`src/rtl/vt_pkg.sv`:
```
package vt_pkg;

    // Error capture states
    typedef enum logic {
        ERR_IDLE = 1'b0,
        ERR_HELD = 1'b1
    } err_state_t;

    localparam int          BUS_AW   = 10;
    localparam int          EADDR_W  = 9;
    localparam logic [3:0]  CHK_KEY  = 4'hA;

    localparam logic [BUS_AW-1:0] REG_KEY  = 10'h200;
    localparam logic [BUS_AW-1:0] REG_FB   = 10'h204;
    localparam logic [BUS_AW-1:0] REG_EADR = 10'h208;
    localparam logic [BUS_AW-1:0] REG_FLAG = 10'h20C;

endpackage

```
`src/rtl/vt_entry_store.sv`:
```
module vt_entry_store #(
    parameter int ENTRIES = 16,
    parameter int SLOT_W  = 4
) (
    input  logic              clk,
    input  logic              rst_n,
    input  logic              wr_en,
    input  logic [SLOT_W-1:0] wr_slot,
    input  logic [31:0]       wr_data,
    input  logic              inj_en,
    input  logic [SLOT_W-1:0] inj_slot,
    input  logic [SLOT_W-1:0] a_slot,
    output logic [31:0]       a_data,
    output logic              a_par,
    input  logic [SLOT_W-1:0] b_slot,
    output logic [31:0]       b_data
);

    logic [31:0] data_q [ENTRIES];
    logic        par_q  [ENTRIES];

    for (genvar i = 0; i < ENTRIES; i++) begin : g_slot
        always_ff @(posedge clk) begin
            if (!rst_n) begin
                data_q[i] <= '0;
                par_q[i]  <= 1'b0;
            end else if (wr_en && (wr_slot == SLOT_W'(i))) begin
                data_q[i] <= wr_data;
                par_q[i]  <= ^wr_data;
            end else if (inj_en && (inj_slot == SLOT_W'(i))) begin
                par_q[i]  <= ~par_q[i];
            end
        end
    end

    assign a_data = data_q[a_slot];
    assign a_par  = par_q[a_slot];
    assign b_data = data_q[b_slot];

    AST_WRITE_CLEAN: assert property (@(posedge clk) disable iff (!rst_n)
        wr_en && (a_slot == wr_slot) |=> (^{data_q[$past(wr_slot)], par_q[$past(wr_slot)]}) == 1'b0)
        else $error("write left bad parity");

endmodule

```
`src/rtl/vt_vec_fetch.sv`:
```
module vt_vec_fetch #(
    parameter int NUM_CHAN = 15,
    parameter int SLOT_W   = 4,
    parameter int EADDR_W  = 9
) (
    input  logic               clk,
    input  logic               rst_n,
    input  logic               req,
    input  logic               none,
    input  logic [SLOT_W-1:0]  chan,
    input  logic               chk_en,
    input  logic [31:0]        fallback,
    output logic [SLOT_W-1:0]  slot,
    input  logic [31:0]        slot_data,
    input  logic               slot_par,
    output logic               hit,
    output logic [EADDR_W-1:0] hit_addr,
    output logic [31:0]        vec_addr
);

    localparam logic [SLOT_W:0] CHAN_LIM = (SLOT_W+1)'(NUM_CHAN);

    logic out_of_range;
    logic bad_par;

    assign out_of_range = ({1'b0, chan} >= CHAN_LIM);
    assign slot     = (none || out_of_range) ? '0 : (chan + SLOT_W'(1));
    assign bad_par  = ^{slot_data, slot_par};
    assign hit      = req && chk_en && bad_par;
    assign hit_addr = EADDR_W'({slot, 2'b00});

    always_ff @(posedge clk) begin
        if (!rst_n) begin
            vec_addr <= '0;
        end else if (req) begin
            vec_addr <= hit ? fallback : slot_data;
        end
    end

    AST_VEC_HOLD: assert property (@(posedge clk) disable iff (!rst_n)
        !req |=> $stable(vec_addr))
        else $error("vector moved without fetch");
    AST_VEC_FALLBACK: assert property (@(posedge clk) disable iff (!rst_n)
        req && hit |=> vec_addr == $past(fallback))
        else $error("fallback not returned");
    AST_VEC_CLEAN: assert property (@(posedge clk) disable iff (!rst_n)
        req && !hit |=> vec_addr == $past(slot_data))
        else $error("stored word not returned");

endmodule

```
`src/rtl/vt_err_fsm.sv`:
```
module vt_err_fsm
    import vt_pkg::*;
#(
    parameter int EADDR_W = 9
) (
    input  logic               clk,
    input  logic               rst_n,
    input  logic               hit,
    input  logic [EADDR_W-1:0] hit_addr,
    input  logic               clr,
    output logic               flag,
    output logic [EADDR_W-1:0] err_addr
);

    err_state_t state_q, state_d;
    logic       capture;

    // State register
    always_ff @(posedge clk) begin
        if (!rst_n) state_q <= ERR_IDLE;
        else        state_q <= state_d;
    end

    // Next state and capture decision
    always_comb begin
        state_d = state_q;
        capture = 1'b0;
        unique case (state_q)
            ERR_IDLE: begin
                if (hit) begin
                    state_d = ERR_HELD;
                    capture = 1'b1;
                end
            end
            ERR_HELD: begin
                if (clr && hit) begin
                    capture = 1'b1;
                end else if (clr) begin
                    state_d = ERR_IDLE;
                end
            end
            default: state_d = ERR_IDLE;
        endcase
    end

    // Outputs
    always_ff @(posedge clk) begin
        if (!rst_n)       err_addr <= '0;
        else if (capture) err_addr <= hit_addr;
    end

    assign flag = (state_q == ERR_HELD);

    AST_HIT_SETS: assert property (@(posedge clk) disable iff (!rst_n)
        hit |=> flag)
        else $error("hit did not set flag");
    AST_HELD_STABLE: assert property (@(posedge clk) disable iff (!rst_n)
        flag && !clr |=> flag && $stable(err_addr))
        else $error("held error changed");
    AST_CLEAR_DROPS: assert property (@(posedge clk) disable iff (!rst_n)
        flag && clr && !hit |=> !flag)
        else $error("clear ignored");
    AST_RECAPTURE: assert property (@(posedge clk) disable iff (!rst_n)
        flag && clr && hit |=> flag && err_addr == $past(hit_addr))
        else $error("collision lost new error");

endmodule

```
`src/rtl/vt_vector_table.sv`:
```
module vt_vector_table
    import vt_pkg::*;
#(
    parameter int NUM_CHAN = 15,
    parameter int ENTRIES  = NUM_CHAN + 1,
    parameter int SLOT_W   = $clog2(ENTRIES)
) (
    input  logic              clk,
    input  logic              rst_n,
    input  logic [9:0]        bus_addr,
    input  logic              bus_wr,
    input  logic [31:0]       bus_wdata,
    output logic [31:0]       bus_rdata,
    input  logic              vec_req,
    input  logic              vec_none,
    input  logic [SLOT_W-1:0] vec_chan,
    output logic [31:0]       vec_addr,
    input  logic              inj_en,
    input  logic [SLOT_W-1:0] inj_slot
);

    localparam logic [7:0] ENT_LIM = 8'(ENTRIES);

    logic [3:0]         key_q;
    logic [31:0]        fb_q;
    logic               slot_sel;
    logic               ent_wr;
    logic               clr;
    logic [SLOT_W-1:0]  bus_slot;
    logic [SLOT_W-1:0]  f_slot;
    logic [31:0]        f_data;
    logic               f_par;
    logic [31:0]        b_data;
    logic               hit;
    logic [EADDR_W-1:0] hit_addr;
    logic               flag;
    logic [EADDR_W-1:0] err_addr;

    assign slot_sel = !bus_addr[9] && ({1'b0, bus_addr[8:2]} < ENT_LIM);
    assign ent_wr   = bus_wr && slot_sel && (bus_addr[1:0] == 2'b00);
    assign bus_slot = bus_addr[SLOT_W+1:2];
    assign clr      = bus_wr && (bus_addr == REG_FLAG) && bus_wdata[0];

    always_ff @(posedge clk) begin
        if (!rst_n) begin
            key_q <= '0;
            fb_q  <= '0;
        end else if (bus_wr) begin
            if (bus_addr == REG_KEY) key_q <= bus_wdata[3:0];
            if (bus_addr == REG_FB)  fb_q  <= bus_wdata;
        end
    end

    always_ff @(posedge clk) begin
        if (!rst_n) begin
            bus_rdata <= '0;
        end else if (slot_sel) begin
            bus_rdata <= b_data;
        end else begin
            unique case (bus_addr)
                REG_KEY:  bus_rdata <= {28'd0, key_q};
                REG_FB:   bus_rdata <= fb_q;
                REG_EADR: bus_rdata <= {{(32-EADDR_W){1'b0}}, err_addr};
                REG_FLAG: bus_rdata <= {31'd0, flag};
                default:  bus_rdata <= '0;
            endcase
        end
    end

    vt_entry_store #(.ENTRIES(ENTRIES), .SLOT_W(SLOT_W)) u_store (
        .clk     (clk),
        .rst_n   (rst_n),
        .wr_en   (ent_wr),
        .wr_slot (bus_slot),
        .wr_data (bus_wdata),
        .inj_en  (inj_en),
        .inj_slot(inj_slot),
        .a_slot  (f_slot),
        .a_data  (f_data),
        .a_par   (f_par),
        .b_slot  (bus_slot),
        .b_data  (b_data)
    );

    vt_vec_fetch #(.NUM_CHAN(NUM_CHAN), .SLOT_W(SLOT_W), .EADDR_W(EADDR_W)) u_fetch (
        .clk      (clk),
        .rst_n    (rst_n),
        .req      (vec_req),
        .none     (vec_none),
        .chan     (vec_chan),
        .chk_en   (key_q == CHK_KEY),
        .fallback (fb_q),
        .slot     (f_slot),
        .slot_data(f_data),
        .slot_par (f_par),
        .hit      (hit),
        .hit_addr (hit_addr),
        .vec_addr (vec_addr)
    );

    vt_err_fsm #(.EADDR_W(EADDR_W)) u_err (
        .clk     (clk),
        .rst_n   (rst_n),
        .hit     (hit),
        .hit_addr(hit_addr),
        .clr     (clr),
        .flag    (flag),
        .err_addr(err_addr)
    );

    AST_KEY_GATES: assert property (@(posedge clk) disable iff (!rst_n)
        key_q != CHK_KEY |=> $stable(flag) || !flag)
        else $error("flag raised with checking off");

endmodule

```
`config.mk`:
```
export PLATFORM = sky130hd
export DESIGN_NAME = vt_vector_table
export DESIGN_NICKNAME = d
export VERILOG_FILES = /design/src/rtl/vt_pkg.sv /design/src/rtl/vt_entry_store.sv /design/src/rtl/vt_vec_fetch.sv /design/src/rtl/vt_err_fsm.sv /design/src/rtl/vt_vector_table.sv
export SDC_FILE = /design/constraint.sdc
export NUM_CORES = 1
export LEC_CHECK = 0
export BUFFER_PORTS_ARGS = -buffer_cell sky130_fd_sc_hd__buf_4
export CAP_MARGIN = 25
export CORE_AREA = 2 2 213 425
export DETAILED_ROUTE_END_ITERATION = 8
export DIE_AREA = 0 0 215 427
export PLACE_DENSITY = 0.54
export SLEW_MARGIN = 20
export SYNTH_ARGS = -nofsm -noshare
export SYNTH_HDL_FRONTEND = slang
export SYNTH_SLANG_ARGS = --single-unit
```
`constraint.sdc`:
```
create_clock -name clk -period 12.45 [get_ports clk]
set_input_delay 1.245 -clock clk [delete_from_list [all_inputs] [get_ports clk]]
set_output_delay 1.245 -clock clk [all_outputs]
set_load 0.02 [all_outputs]
```
==> flow_summary.yaml <==
outcome:
  outcome: "completed"
pwr:
  power.switching_mw: 1.73
  combPwrFrac_pct: 20.7
  sw_frac_of_total_pct: 30.8
  clockPowerShare_pct: 35.6
  power.total_mw: 5.60
  leakagePower_nw: 13.0
  p_int_mw: 3.87
  p_per_area_nw_per_um2: 149
  pwr-share-seq_pct: 43.7
  ir_worst_vdd_v: 0.000251
floorplan:
  fp-row-count: 155
  chipWidth_um: 215
  dieHeight_um: 427
  start_util_pct: 37.6
  ios: 120
  dieArea_um2: 91800
  coreArea_um2: 88800
yosys:
  syn_area_per_cell_um2: 12.0
  ys_ff_latch: 633
  yosysWarnings: 0
  ys_seq_area_share_pct: 53.8
  synth_area_leaders: "edfxtp_1 47%, mux4_2 11%, and2_1 9.7%"
  syn_inst: 2785
  synth-edff-count: 527
  yosysUniqueCellTypes: 84
  synth_ff_type: "edfxtp_1"
  syn_nets: 2842
  yosys.area.top_type: "edfxtp_1"
  async_flop_share_pct: 0
  synth_top_area_share_pct: 47.4
  synth_most_common_cell: "edfxtp_1"
  synth.cell_area_um2: 33400
  synthTopCellsByCount: "527 x edfxtp_1, 519 x and2_1, 311 x nand2_1, 196 x clkbuf_1, 164 x mux4_2"
cts:
  cts_hold_buf: 0
  cts_setup_buffers: 0
  cts_resized: 0
  cts_inserted_buffers: 60
  clock_sinks: 633
  clockBufferDepth: 3
  clk_latency_ns: 0.67
  cts_tree: "built"
  cts_htree_levels: 2
  clock-root-buffer: "clkbuf_16"
  cts.clk_slew.worst_paths_ns: 0.07
grt:
  grt.total_usage_pct: 27.9
  grt_pass1_wl_mm: 183
  antenna_found_initial: 8
  grt_max_degree: 93
  overflow: 0
  grt_pass1_vias: 23900
finish:
  finalNetCount: 2814
  post-route-util_pct: 42.2
  area_growth_pct: 12.4
  drive_above_1_share_pct: 18.9
worst_hold_path:
  min-delay-start: "u_fetch.vec_addr[9]"
  hp-class: "reg2reg"
  worst_hold_path.num_cells: 2
timing:
  rsz0062_at_grt: "false"
  hold_violations: 0
  final_max_slew_viol_count: 0
  period_minus_slack_ns: 8.11
  clock.fmax_mhz: 123
  fin_hold_ws_ns: 0.466
  final-setup-viol-count: 0
  tightest_slew_ns: 1.11
  finalClockSkew_ns: 0.0248
  finalCritPeriodShare_pct: 65.1
  setup_ws_ns: 4.34
  tns_ns: 0
  relSlewSlack_pct: 25.7
worst_setup_path:
  start_kind: "input pin"
  cp-end-kind: "flop"
  r2r-start: "u_store.data_q[14][8]"
  critPathMaxFanout: 63
  crit_path_start: "vec_chan[0]"
  ff2ff_path_depth: 13
  critical_path_arrival_ns: 8.64
  crit_type: "in2reg"
  worstPathRequired_ns: 12.98
route:
  drtIter0Drc: 3480
  wl_per_cell_um: 32.5
  wl_mm: 130
  route.detailed.drc: 0
  vias: 24500
  firstDrtPassIters: 7
  vias_per_cell: 6.15
  ant_nets: 0
placement:
  gp_congestion: 0.853
  place.port_buffers: 119
  dp_slack_ns: 3.99
  dpl.hpwl_mm: 77.5
flow_run:
  cap_violations: 0
worst max-delay path: stages:
cell      delay, ns
buf_4          0.52
ha_1           0.46
nand2b_1       0.49
nor2_8         0.71
buf_4          0.79
a22oi_1        0.24
a22o_1         0.29
a211oi_1       0.80
xnor3_1        0.51
xnor3_1        0.37
xnor3_1        0.28
buf_4          0.38
or2_2          0.91
mux2i_1        0.27
a21oi_1        0.09
state kept, by name (all words and copies together), names as in the netlist:
| signal | count |
|---|---|
| bus_rdata | 32 |
| key_q | 4 |
| u_store.data_q | 512 |
| fb_q | 32 |
| u_store.par_q | 16 |
| u_fetch.vec_addr | 32 |
| u_err.err_addr | 4 |
| u_err.flag | 1 |
cell usage in the layout, fill, tap and decap left out, types with 13 or more instances in the layout:
cell type	instances
o22ai_1	17
o32ai_1	24
and2_1	520
o21ai_4	16
buf_4	191
inv_1	17
o21bai_1	16
o211ai_1	26
nand3_1	77
o21ai_0	33
nor2b_1	15
a221oi_1	19
a22oi_1	52
mux4_2	164
nand2_1	311
a211oi_1	20
edfxtp_1	527
clkbuf_16	69
dfxtp_1	106
a31oi_1	19
xnor2_1	41
nor2_1	63
a21oi_1	120
clkbuf_1	13
mux2i_1	79
nor2_4	17
nand2b_1	19
worst paths after layout:
path                                to  slack (ns)
hold reg to reg    u_fetch.vec_addr[9]        0.47
setup / recovery  u_fetch.vec_addr[18]        4.34
setup reg to reg  u_fetch.vec_addr[18]        7.28
hold / removal     u_fetch.vec_addr[9]        0.47
metal layers:
layer  share of wire (%)  wire length [um]  global-route usage (%)
met1                  38             49300                    35.8
met2                  48             61800                    46.0
met3                 9.9             12900                    5.88
met4                 4.4              5650                    11.3
met5               0.017                22                       0
cell type report:
class	instances	area [um^2]
multi-input combinational	1850	14500
clock buffer	85	1810
antenna	2	5.00
fill	8422	51300
inverter	18	68.8
timing repair buffer	194	1480
sequential	633	17900
tap	1177	1470
clock inverter	27	278
kinds of logic (layout without fill, tap and decap cells):
group                      after synthesis  in the layout  share of synthesized area [%]
other                                    0              2                              0
buffers and inverters                  302            324                           3.97
adders and majority gates                1              1                         0.0375
and+or+nand+nor                       1085           1085                           17.3
AOI/OAI and AO/OA                      454            454                           9.42
xor gates and xnor gates                58             58                           1.81
DFF                                    633            633                           53.8
muxes                                  252            252                           13.7
through the flow:
stage	instance area, um^2	cells
2_1_floorplan	33400	2785
3_3_place_gp	35400	3870
3_5_place_dp	35400	3872
4_1_cts	37500	3984
5_1_grt	37500	3984
6_report	37500	3986
power groups by stage:
stage	Clock [mW]	Sequential (mW)	Combinational, mW
global route	2.07	2.46	1.18
global placement	0	2.49	1.13
CTS	2.01	2.44	1.13
detailed placement	0	2.49	1.13
floorplan	0	2.49	0.637
finish	1.99	2.45	1.16
No activity file was read; power rests on OpenSTA's default activity.
